**src/rtl/pla_pkg.sv**
```systemverilog
package pla_pkg;
  parameter int NUM_IN   = 4;
  parameter int NUM_ROWS = 8;
  parameter int NUM_OUT  = 3;

  typedef struct packed {
    logic shiftEn;
    logic clearAll;
  } cfgStrobe_t;
endpackage

```
**src/rtl/pla_cfg_ctrl.sv**
```systemverilog
module pla_cfg_ctrl
  import pla_pkg::*;
#(
  parameter int TOTAL_BITS = 88
) (
  input  logic       clk,
  input  logic       rst,
  input  logic       cfgValid,
  output cfgStrobe_t strobe,
  output logic       done
);
  localparam int CNT_W = $clog2(TOTAL_BITS + 1);
  localparam logic [CNT_W-1:0] LAST_IDX = CNT_W'(TOTAL_BITS - 1);
  localparam logic [CNT_W-1:0] CNT_MAX  = CNT_W'(TOTAL_BITS);

  logic [CNT_W-1:0] bitCnt;

  // Accept bits only while the map is still incomplete.
  assign strobe.shiftEn  = cfgValid & ~done;
  assign strobe.clearAll = rst;

  always_ff @(posedge clk) begin
    if (rst) begin
      bitCnt <= '0;
      done   <= 1'b0;
    end else if (strobe.shiftEn) begin
      bitCnt <= bitCnt + 1'b1;
      if (bitCnt == LAST_IDX) done <= 1'b1;
    end
  end

  AST_DONE_STICKY: assert property (@(posedge clk) disable iff (rst)
    done |=> done);
  AST_DONE_ON_LAST: assert property (@(posedge clk) disable iff (rst)
    $rose(done) |-> ($past(cfgValid) && $past(bitCnt) == LAST_IDX));
  AST_CNT_LIMIT: assert property (@(posedge clk) disable iff (rst)
    bitCnt <= CNT_MAX);
  AST_CNT_FROZEN: assert property (@(posedge clk) disable iff (rst)
    done |=> $stable(bitCnt));
endmodule

```
**src/rtl/pla_fuse_store.sv**
```systemverilog
module pla_fuse_store
  import pla_pkg::*;
#(
  parameter int NUM_IN   = pla_pkg::NUM_IN,
  parameter int NUM_ROWS = pla_pkg::NUM_ROWS,
  parameter int NUM_OUT  = pla_pkg::NUM_OUT
) (
  input  logic                                   clk,
  input  cfgStrobe_t                             strobe,
  input  logic                                   cfgBit,
  output logic [NUM_ROWS-1:0][2*NUM_IN-1:0]      andPlane,
  output logic [NUM_OUT-1:0][NUM_ROWS-1:0]       orPlane
);
  localparam int LIT_W      = 2 * NUM_IN;
  localparam int AND_BITS   = NUM_ROWS * LIT_W;
  localparam int OR_BITS    = NUM_OUT * NUM_ROWS;
  localparam int TOTAL_BITS = AND_BITS + OR_BITS;

  // The earliest bit ends up in the top position after a full load.
  logic [TOTAL_BITS-1:0] fuseReg;

  always_ff @(posedge clk) begin
    if (strobe.clearAll) begin
      fuseReg <= '0;
    end else if (strobe.shiftEn) begin
      fuseReg <= {fuseReg[TOTAL_BITS-2:0], cfgBit};
    end
  end

  for (genvar r = 0; r < NUM_ROWS; r++) begin : g_andRow
    assign andPlane[r] = fuseReg[TOTAL_BITS-1-r*LIT_W -: LIT_W];
  end

  for (genvar o = 0; o < NUM_OUT; o++) begin : g_orCol
    assign orPlane[o] = fuseReg[OR_BITS-1-o*NUM_ROWS -: NUM_ROWS];
  end

  AST_SHIFT_ENTRY: assert property (@(posedge clk) disable iff (strobe.clearAll)
    strobe.shiftEn |=> (fuseReg[0] == $past(cfgBit)));
  AST_HOLD_IDLE: assert property (@(posedge clk) disable iff (strobe.clearAll)
    !strobe.shiftEn |=> $stable(fuseReg));
endmodule

```
**src/rtl/pla_plane_eval.sv**
```systemverilog
module pla_plane_eval #(
  parameter int NUM_IN   = pla_pkg::NUM_IN,
  parameter int NUM_ROWS = pla_pkg::NUM_ROWS,
  parameter int NUM_OUT  = pla_pkg::NUM_OUT
) (
  input  logic [NUM_IN-1:0]                    dataIn,
  input  logic [NUM_ROWS-1:0][2*NUM_IN-1:0]    andPlane,
  input  logic [NUM_OUT-1:0][NUM_ROWS-1:0]     orPlane,
  input  logic                                 fixedOr,
  input  logic                                 enable,
  output logic [NUM_OUT-1:0]                   dataOut
);
  localparam int LIT_W = 2 * NUM_IN;

  // Rows owned by output o in fixed mode: row r maps to floor(r*NUM_OUT/NUM_ROWS).
  function automatic logic [NUM_ROWS-1:0] groupMask(input int o);
    logic [NUM_ROWS-1:0] m;
    m = '0;
    for (int r = 0; r < NUM_ROWS; r++) begin
      m[r] = ((r * NUM_OUT) / NUM_ROWS) == o;
    end
    return m;
  endfunction

  logic [LIT_W-1:0]    literals;
  logic [NUM_ROWS-1:0] rowVal;
  logic [NUM_OUT-1:0]  sumOut;

  for (genvar i = 0; i < NUM_IN; i++) begin : g_lit
    assign literals[2*i]   = dataIn[i];
    assign literals[2*i+1] = ~dataIn[i];
  end

  // An empty row is forced low; otherwise every connected literal must be 1.
  for (genvar r = 0; r < NUM_ROWS; r++) begin : g_row
    assign rowVal[r] = (|andPlane[r]) & (&(~andPlane[r] | literals));
  end

  for (genvar o = 0; o < NUM_OUT; o++) begin : g_sum
    localparam logic [NUM_ROWS-1:0] GROUP = groupMask(o);
    logic [NUM_ROWS-1:0] selRows;
    assign selRows   = fixedOr ? GROUP : orPlane[o];
    assign sumOut[o] = |(rowVal & selRows);
  end

  assign dataOut = enable ? sumOut : '0;
endmodule

```
**src/rtl/pla_array.sv**
```systemverilog
module pla_array
  import pla_pkg::*;
#(
  parameter int NUM_IN   = pla_pkg::NUM_IN,
  parameter int NUM_ROWS = pla_pkg::NUM_ROWS,
  parameter int NUM_OUT  = pla_pkg::NUM_OUT
) (
  input  logic               clk,
  input  logic               rst,
  input  logic               cfgValid,
  input  logic               cfgBit,
  input  logic               fixedOr,
  input  logic [NUM_IN-1:0]  dataIn,
  output logic               done,
  output logic [NUM_OUT-1:0] dataOut
);
  localparam int TOTAL_BITS = NUM_ROWS * 2 * NUM_IN + NUM_OUT * NUM_ROWS;

  cfgStrobe_t                          strobe;
  logic [NUM_ROWS-1:0][2*NUM_IN-1:0]   andPlane;
  logic [NUM_OUT-1:0][NUM_ROWS-1:0]    orPlane;

  pla_cfg_ctrl #(.TOTAL_BITS(TOTAL_BITS)) u_ctrl (
    .clk      (clk),
    .rst      (rst),
    .cfgValid (cfgValid),
    .strobe   (strobe),
    .done     (done)
  );

  pla_fuse_store #(.NUM_IN(NUM_IN), .NUM_ROWS(NUM_ROWS), .NUM_OUT(NUM_OUT)) u_store (
    .clk      (clk),
    .strobe   (strobe),
    .cfgBit   (cfgBit),
    .andPlane (andPlane),
    .orPlane  (orPlane)
  );

  pla_plane_eval #(.NUM_IN(NUM_IN), .NUM_ROWS(NUM_ROWS), .NUM_OUT(NUM_OUT)) u_eval (
    .dataIn   (dataIn),
    .andPlane (andPlane),
    .orPlane  (orPlane),
    .fixedOr  (fixedOr),
    .enable   (done),
    .dataOut  (dataOut)
  );

  AST_IDLE_ZERO: assert property (@(posedge clk) disable iff (rst)
    !done |-> (dataOut == '0));
  AST_RESET_CLEAR: assert property (@(posedge clk)
    rst |=> (!done && andPlane == '0 && orPlane == '0));
  AST_MAP_FROZEN: assert property (@(posedge clk) disable iff (rst)
    done |=> ($stable(andPlane) && $stable(orPlane)));
endmodule

```
**config.mk**
```make
export PLATFORM = sky130hd
export DESIGN_NAME = pla_array
export DESIGN_NICKNAME = d
export VERILOG_FILES = /design/src/rtl/pla_pkg.sv /design/src/rtl/pla_cfg_ctrl.sv /design/src/rtl/pla_fuse_store.sv /design/src/rtl/pla_plane_eval.sv /design/src/rtl/pla_array.sv
export SDC_FILE = /design/constraint.sdc
export NUM_CORES = 1
export LEC_CHECK = 0
export ABC_AREA = 1
export ABC_CLOCK_PERIOD_IN_PS = 1280
export BUFFER_PORTS_ARGS = -buffer_cell sky130_fd_sc_hd__buf_2
export CAP_MARGIN = 30
export CORE_MARGIN = 8
export CORE_UTILIZATION = 40
export DETAILED_ROUTE_END_ITERATION = 10
export HOLD_SLACK_MARGIN = 0.08
export PLACE_DENSITY_LB_ADDON = 0.3
export SETUP_SLACK_MARGIN = 0.5
export SYNTH_ARGS = -nofsm -noshare
export SYNTH_HDL_FRONTEND = slang
export SYNTH_HIERARCHICAL = 1
export SYNTH_SLANG_ARGS = --single-unit
```
**constraint.sdc**
```tcl
create_clock -name clk -period 1.28 [get_ports clk]
set_input_delay 0.128 -clock clk [delete_from_list [all_inputs] [get_ports clk]]
set_output_delay 0.128 -clock clk [all_outputs]
set_load 0.005 [all_outputs]
```
# [Word level (Yosys, flattened, before mapping)]
# Index checks and enable logic that the tools add are counted.
[op_classes] addsub=1 mul=0 n_div=0 n_lt_le_gt_ge=0 n_eq_ne=1 n_shift=0 n_mux=4 bitwise=33 n_reduce_logical=20
[op_table] cell="OR reduction 8 bit" n=11
[op_table] cell="NOT 8 bit" n=8
[op_table] cell="bitwise OR 8 bit" n=8
[op_table] cell="AND reduction 8 bit" n=8
[op_table] cell="AND 8 bit" n=3
[op_table] cell="2-to-1 mux 8 bit" n=3
[op_table] cell="AND 1 bit" n=9
[op_table] cell="adder 7 x 1 -> 7 bit (second input constant)" n=1
[op_table] cell="equality test 7 bit (second input constant)" n=1
[op_table] cell="NOT 1 bit" n=5
[op_table] cell="2-to-1 mux 3 bit" n=1
[op_table] cell="AND reduction 2 bit" n=1
[totals] register_bits=96 latchBits=0 ram_bits=0 rom_bits=0 input_bits=9 out_inout_bits=4 elab_cells=62 n_memories=0

# [Longest topological paths before layout]
[depth] depth_word=7 mapped_depth=10

# [By module]
# Netlist, hierarchy kept.
[by_module_without_submodules] mod="pla_fuse_store" n_inst=1 cells_each=558 area_per_inst_um2=3644.7
[by_module_without_submodules] mod="pla_plane_eval" n_inst=1 cells_each=268 area_per_inst_um2=1151.1
[by_module_without_submodules] mod="pla_cfg_ctrl" n_inst=1 cells_each=55 area_per_inst_um2=400.4

# [Worst setup path after synthesis]
# OpenSTA, ideal clock, no wires.
[synth_timing] path_kind="register to register" start="register u_ctrl.done" end="register u_store.fuseReg[17]" setup_ps=113 arrival_time_ps=1042 required_ps=1167 path_slack_ps=126 stages_incl_launch_ff=7 n_path_buf=3 path_cell_list="dfxtp_1 -> nor2_4 -> buf_6 -> buf_8 -> buf_4 -> nor2_1 -> nor2_1"
[synth_rtl] element="from (decl)" line="pla_cfg_ctrl.sv:10" source="output logic done"
[synth_rtl] element="from (signal assigned)" line="pla_cfg_ctrl.sv:25" source="done <= 1'b0;"
[synth_rtl] element="from (signal assigned)" line="pla_cfg_ctrl.sv:28" source="if (bitCnt == LAST_IDX) done <= 1'b1;"
[synth_rtl] element="to (signal assigned)" line="pla_fuse_store.sv:26" source="fuseReg <= {fuseReg[TOTAL_BITS-2:0], cfgBit};"
[synth_rtl] element="to (decl)" line="pla_fuse_store.sv:20" source="logic [TOTAL_BITS-1:0] fuseReg;"

# [Worst setup path in the final report]
[layout_timing] start="register u_store.fuseReg[54]" end="output dataOut[2]"
[layout_via] elab_chain_cells=7 elab_cells_between_ends=8
[layout_lines] element="NOT 8 bit" line="pla_plane_eval.sv:36" source="assign rowVal[r] = (|andPlane[r]) & (&(~andPlane[r] | literals));"
[layout_lines] element="bitwise OR 8 bit" line="pla_plane_eval.sv:36"
[layout_lines] element="AND reduction 8 bit" line="pla_plane_eval.sv:36"
[layout_lines] element="AND 1 bit *" line="pla_plane_eval.sv:36"
[layout_lines] element="AND 8 bit *" line="pla_plane_eval.sv:43" source="assign sumOut[o] = |(rowVal & selRows);"
[layout_lines] element="OR reduction 8 bit *" line="pla_plane_eval.sv:43"
[layout_lines] element="2-to-1 mux 3 bit *" line="pla_plane_eval.sv:46" source="assign dataOut = enable ? sumOut : '0;"
[layout_lines] element="to (decl)" line="pla_array.sv:15" source="output logic [NUM_OUT-1:0] dataOut"
# Mark *: on every way between the ends. The rest lies on a longest branch, timed or not.

==> impl_results.md <==
* Synth Area in Compound Gates at 0.01517
* Number of global-route vias before repair at 5454
* Total die area at 16890 sq um
* Final Hold Slack at 0.1019 ns
* Tmin final at ~2 ns
* Pwr/cell area at about 1000 nW/um^2
* CTS max path bufs at 2
* Area Growth Syn to Fin at 59.23%
* DP Wirelength at 8.253 mm
* Row count at 41
* Slew Viols, Final at 0
* Mapped cell area at 5196 sq um
* Post-Synth Adder-Cell Area at 0.002408
* # DRC at 0
* CTS Buf Count at 9
* XOR/XNOR Fraction of Synth Area at 0.001686
* Worst-Skew Late Latency at 0.36 ns
* Root Driver: clkbuf_16
* Setup CP Type: reg2out
* Actual slew at the worst max-slew pin at 0.3957 ns
* Register area share after synthesis at 0.3699
* Pre-CTS setup slack at -0.3041 ns
* Die width at 130.0 um
* Worst vdd ir at 719.2 uV
* Maximum clock frequency at 0.5093 GHz
* Setup TNS at -2.000 ns
* GPL Wtd Cong at 0.8459
* CP Launch Type: flop
* TritonRoute pass-1 iters at 5
* Syn nets at 891
* Share of layout cells above drive strength 1 at 0.3843
* Post-route clock skew at between 0.006 and 0.007 ns
* Max cap viols at 0
* Yosys reg bits at 96
* Leakage at 3.938 nW
* Status: finished, violations left
* Min-Delay Path Class: in2reg
* Post-route setup slack at -0.6834 ns
* Antenna Nets Post-Route at 0
* CTS tree: built
* CP Capture Type: output pin
* Worst EP required at 1.15 ns
* Fillcell total at 984
* Pin count of the biggest net entering global routing at 56
* Post-Place Cell Area at roughly 6000 sq um
* Final setup fails at 22
* First-pass GRT wire length at 26.16 mm
* Post-synthesis mux area share at 0
* Simple-gate share of the synthesized area at 0.4512
* Initial Utilization at 0.4101
* Post-layout util at 0.6530
* GRT Total Usage at 0.1964
* H-tree Lvls at 3
* Die span in y at 130.0 um
* RSZ-0062 raised after global routing: yes
* Syn Area/Cell at a little under 6 sq um
* Cell area after layout at 8274 sq um
* Core area at 12670 sq um
* Routed wire length at 16.56 mm
* Largest family of logic cells by synthesized area: simple AND/OR/NAND/NOR gates
* Cells after synthesis at 881
* Arr. time, crit path at between 1.5 and 2 ns
* Via total after detailed routing at 5708
* Slew headroom at 0.7362
* Netlist cell types at 26
* Vias per cell at just under 5
* IO buf count at 12
* Clock Sinks at 96
* Layout Nets at 1012
* Failing checks: setup timing
* Final period util at 1.534
* DRT iter0 DRCs at 432
* CP Max Fanout at 3
* Initial antenna violation count at 0
* Grt ovf at 0
* Ant diodes at 0
* WL per Instance at 14.04 um
* Fin. Hold Viols at 0
* Warning count from the yosys run at 6
* # IOs at 13
* Worst-path clk slew at roughly 0.070 ns
## cells in the mapped netlist
| master | n | area share |
|---|---|---|
| buf_4 | 9 | 0.013 |
| nor2_2 | 6 | 0.0072 |
| and2_0 | 2 | 0.0024 |
| inv_2 | 3 | 0.0022 |
| nand2_1 | 275 | 0.20 |
| nand2_2 | 1 | 0.0012 |
| buf_2 | 12 | 0.012 |
| o21ai_2 | 1 | 0.0017 |
| o21ai_1 | 2 | 0.0019 |
| a21oi_1 | 6 | 0.0058 |
| dfxtp_1 | 96 | 0.37 |
| nor2_4 | 3 | 0.0065 |
| buf_6 | 11 | 0.024 |
| nand3_1 | 27 | 0.026 |
| nand3_2 | 2 | 0.0039 |
| buf_8 | 1 | 0.0029 |
| and2_1 | 1 | 0.0012 |
| nand4_1 | 12 | 0.014 |
| or2_2 | 8 | 0.0096 |
| o21ai_0 | 6 | 0.0058 |
| xor2_1 | 1 | 0.0017 |
| inv_1 | 144 | 0.10 |
| clkbuf_1 | 3 | 0.0022 |
| ha_1 | 1 | 0.0024 |
| nor3_1 | 4 | 0.0039 |
| nor2_1 | 244 | 0.18 |
## sequential cells by signal, indices dropped and copies added, names as in the netlist
| signal | flops |
|---|---|
| u_ctrl/bitCnt | 7 |
| u_ctrl/done | 1 |
| u_store/fuseReg | 88 |
## cell type report
| class | count | area (sq um) | area share |
|---|---|---|---|
| Clock buffer | 9 | 225.2 | 0.02722 |
| Clock inverter | 7 | 86.33 | 0.01043 |
| Inverter | 147 | 556.8 | 0.06729 |
| Multi-Input combinational cell | 602 | 3304 | 0.3994 |
| Sequential cell | 96 | 1958 | 0.2367 |
| Tap cell | 172 | 215.2 | 0.02601 |
| Timing Repair Buffer | 146 | 1928 | 0.2330 |
## placed cells by master (no fill, tap or decap), types with 5 or more instances in the layout
| master | instances |
|---|---|
| dfxtp_2 | 14 |
| buf_8 | 9 |
| buf_4 | 66 |
| nand2_1 | 161 |
| nand2_4 | 34 |
| nand3_1 | 21 |
| nand2_2 | 81 |
| nand4_1 | 12 |
| dfxtp_1 | 77 |
| buf_16 | 22 |
| buf_6 | 13 |
| dfxtp_4 | 5 |
| or2_2 | 8 |
| clkbuf_16 | 9 |
| nand3_2 | 6 |
| buf_12 | 24 |
| nor2_4 | 39 |
| nor2_2 | 24 |
| inv_1 | 142 |
| buf_2 | 11 |
| nor2_1 | 190 |
## critical path, stage by stage (launching register included)
cell and delay [ns]:
dfxtp_1 0.31, buf_4 0.14, nor2_1 0.13, nand4_1 0.24, nand3_1 0.16, nand2_1 0.08, nor2_1 0.18, a21oi_2 0.10
buf_2 0.14
## worst paths after layout
check                                         from                               end  slack, ns  depth (start not counted)
setup / recovery  u_store/fuseReg[54]$_SDFFE_PP0P_                        dataOut[2]      -0.68                          8
hold reg to reg    u_store/fuseReg[6]$_SDFFE_PP0P_   u_store/fuseReg[6]$_SDFFE_PP0P_       0.49                          2
setup reg to reg          u_ctrl/done$_SDFFE_PP0P_  u_store/fuseReg[10]$_SDFFE_PP0P_      -0.02                          8
hold / removal                              cfgBit   u_store/fuseReg[0]$_SDFFE_PP0P_       0.10                          5
## power breakdown
group | total, mW | switching [mW] | internal (mW) | leakage, nW
sequential | 3.35 | 0.174 | 3.18 | 0.800
clock | 2.95 | 1.25 | 1.70 | 0.153
combinational | 2.17 | 1.13 | 1.04 | 2.99
## cell families (layout without fill, tap and decap cells)
logic type               after synthesis  count (layout)
AND/OR/NAND/NOR                      585             585
buffers and inverters                183             309
flip-flops                            96              96
AO/OA/AOI/OAI                         15              15
adder cells (fa/ha/maj)                1               1
XOR/XNOR                               1               1
## metrics by stage
stage / instances / total power [mW]
floorplan: 881 / 4.248
global placement: 1109 / 4.659
detailed placement: 1109 / 4.673
CTS: 1172 / 8.188
global route: 1179 / 8.791
finish: 1179 / 8.467
## timing repair
| action | 4_1_cts | 5_1_grt |
|---|---|---|
| gates cloned | 22 | 0 |
| gates resized for setup | 204 | 124 |
| hold buffers | 1 | 0 |
| setup endpoints to repair | 100 | 100 |
| setup buffers | 24 | 7 |
| hold endpoints to repair | 2 | 0 |
| pin swaps | 106 | 79 |
## routing by layer
| metal | part of all wire | track usage |
|---|---|---|
| met4 | 0.029 | 0.08743 |
| met1 | 0.42 | 0.2339 |
| met2 | 0.50 | 0.3446 |
| met5 | 0 | 0 |
| met3 | 0.042 | 0.02734 |
No activity file was read; power rests on OpenSTA's default activity.
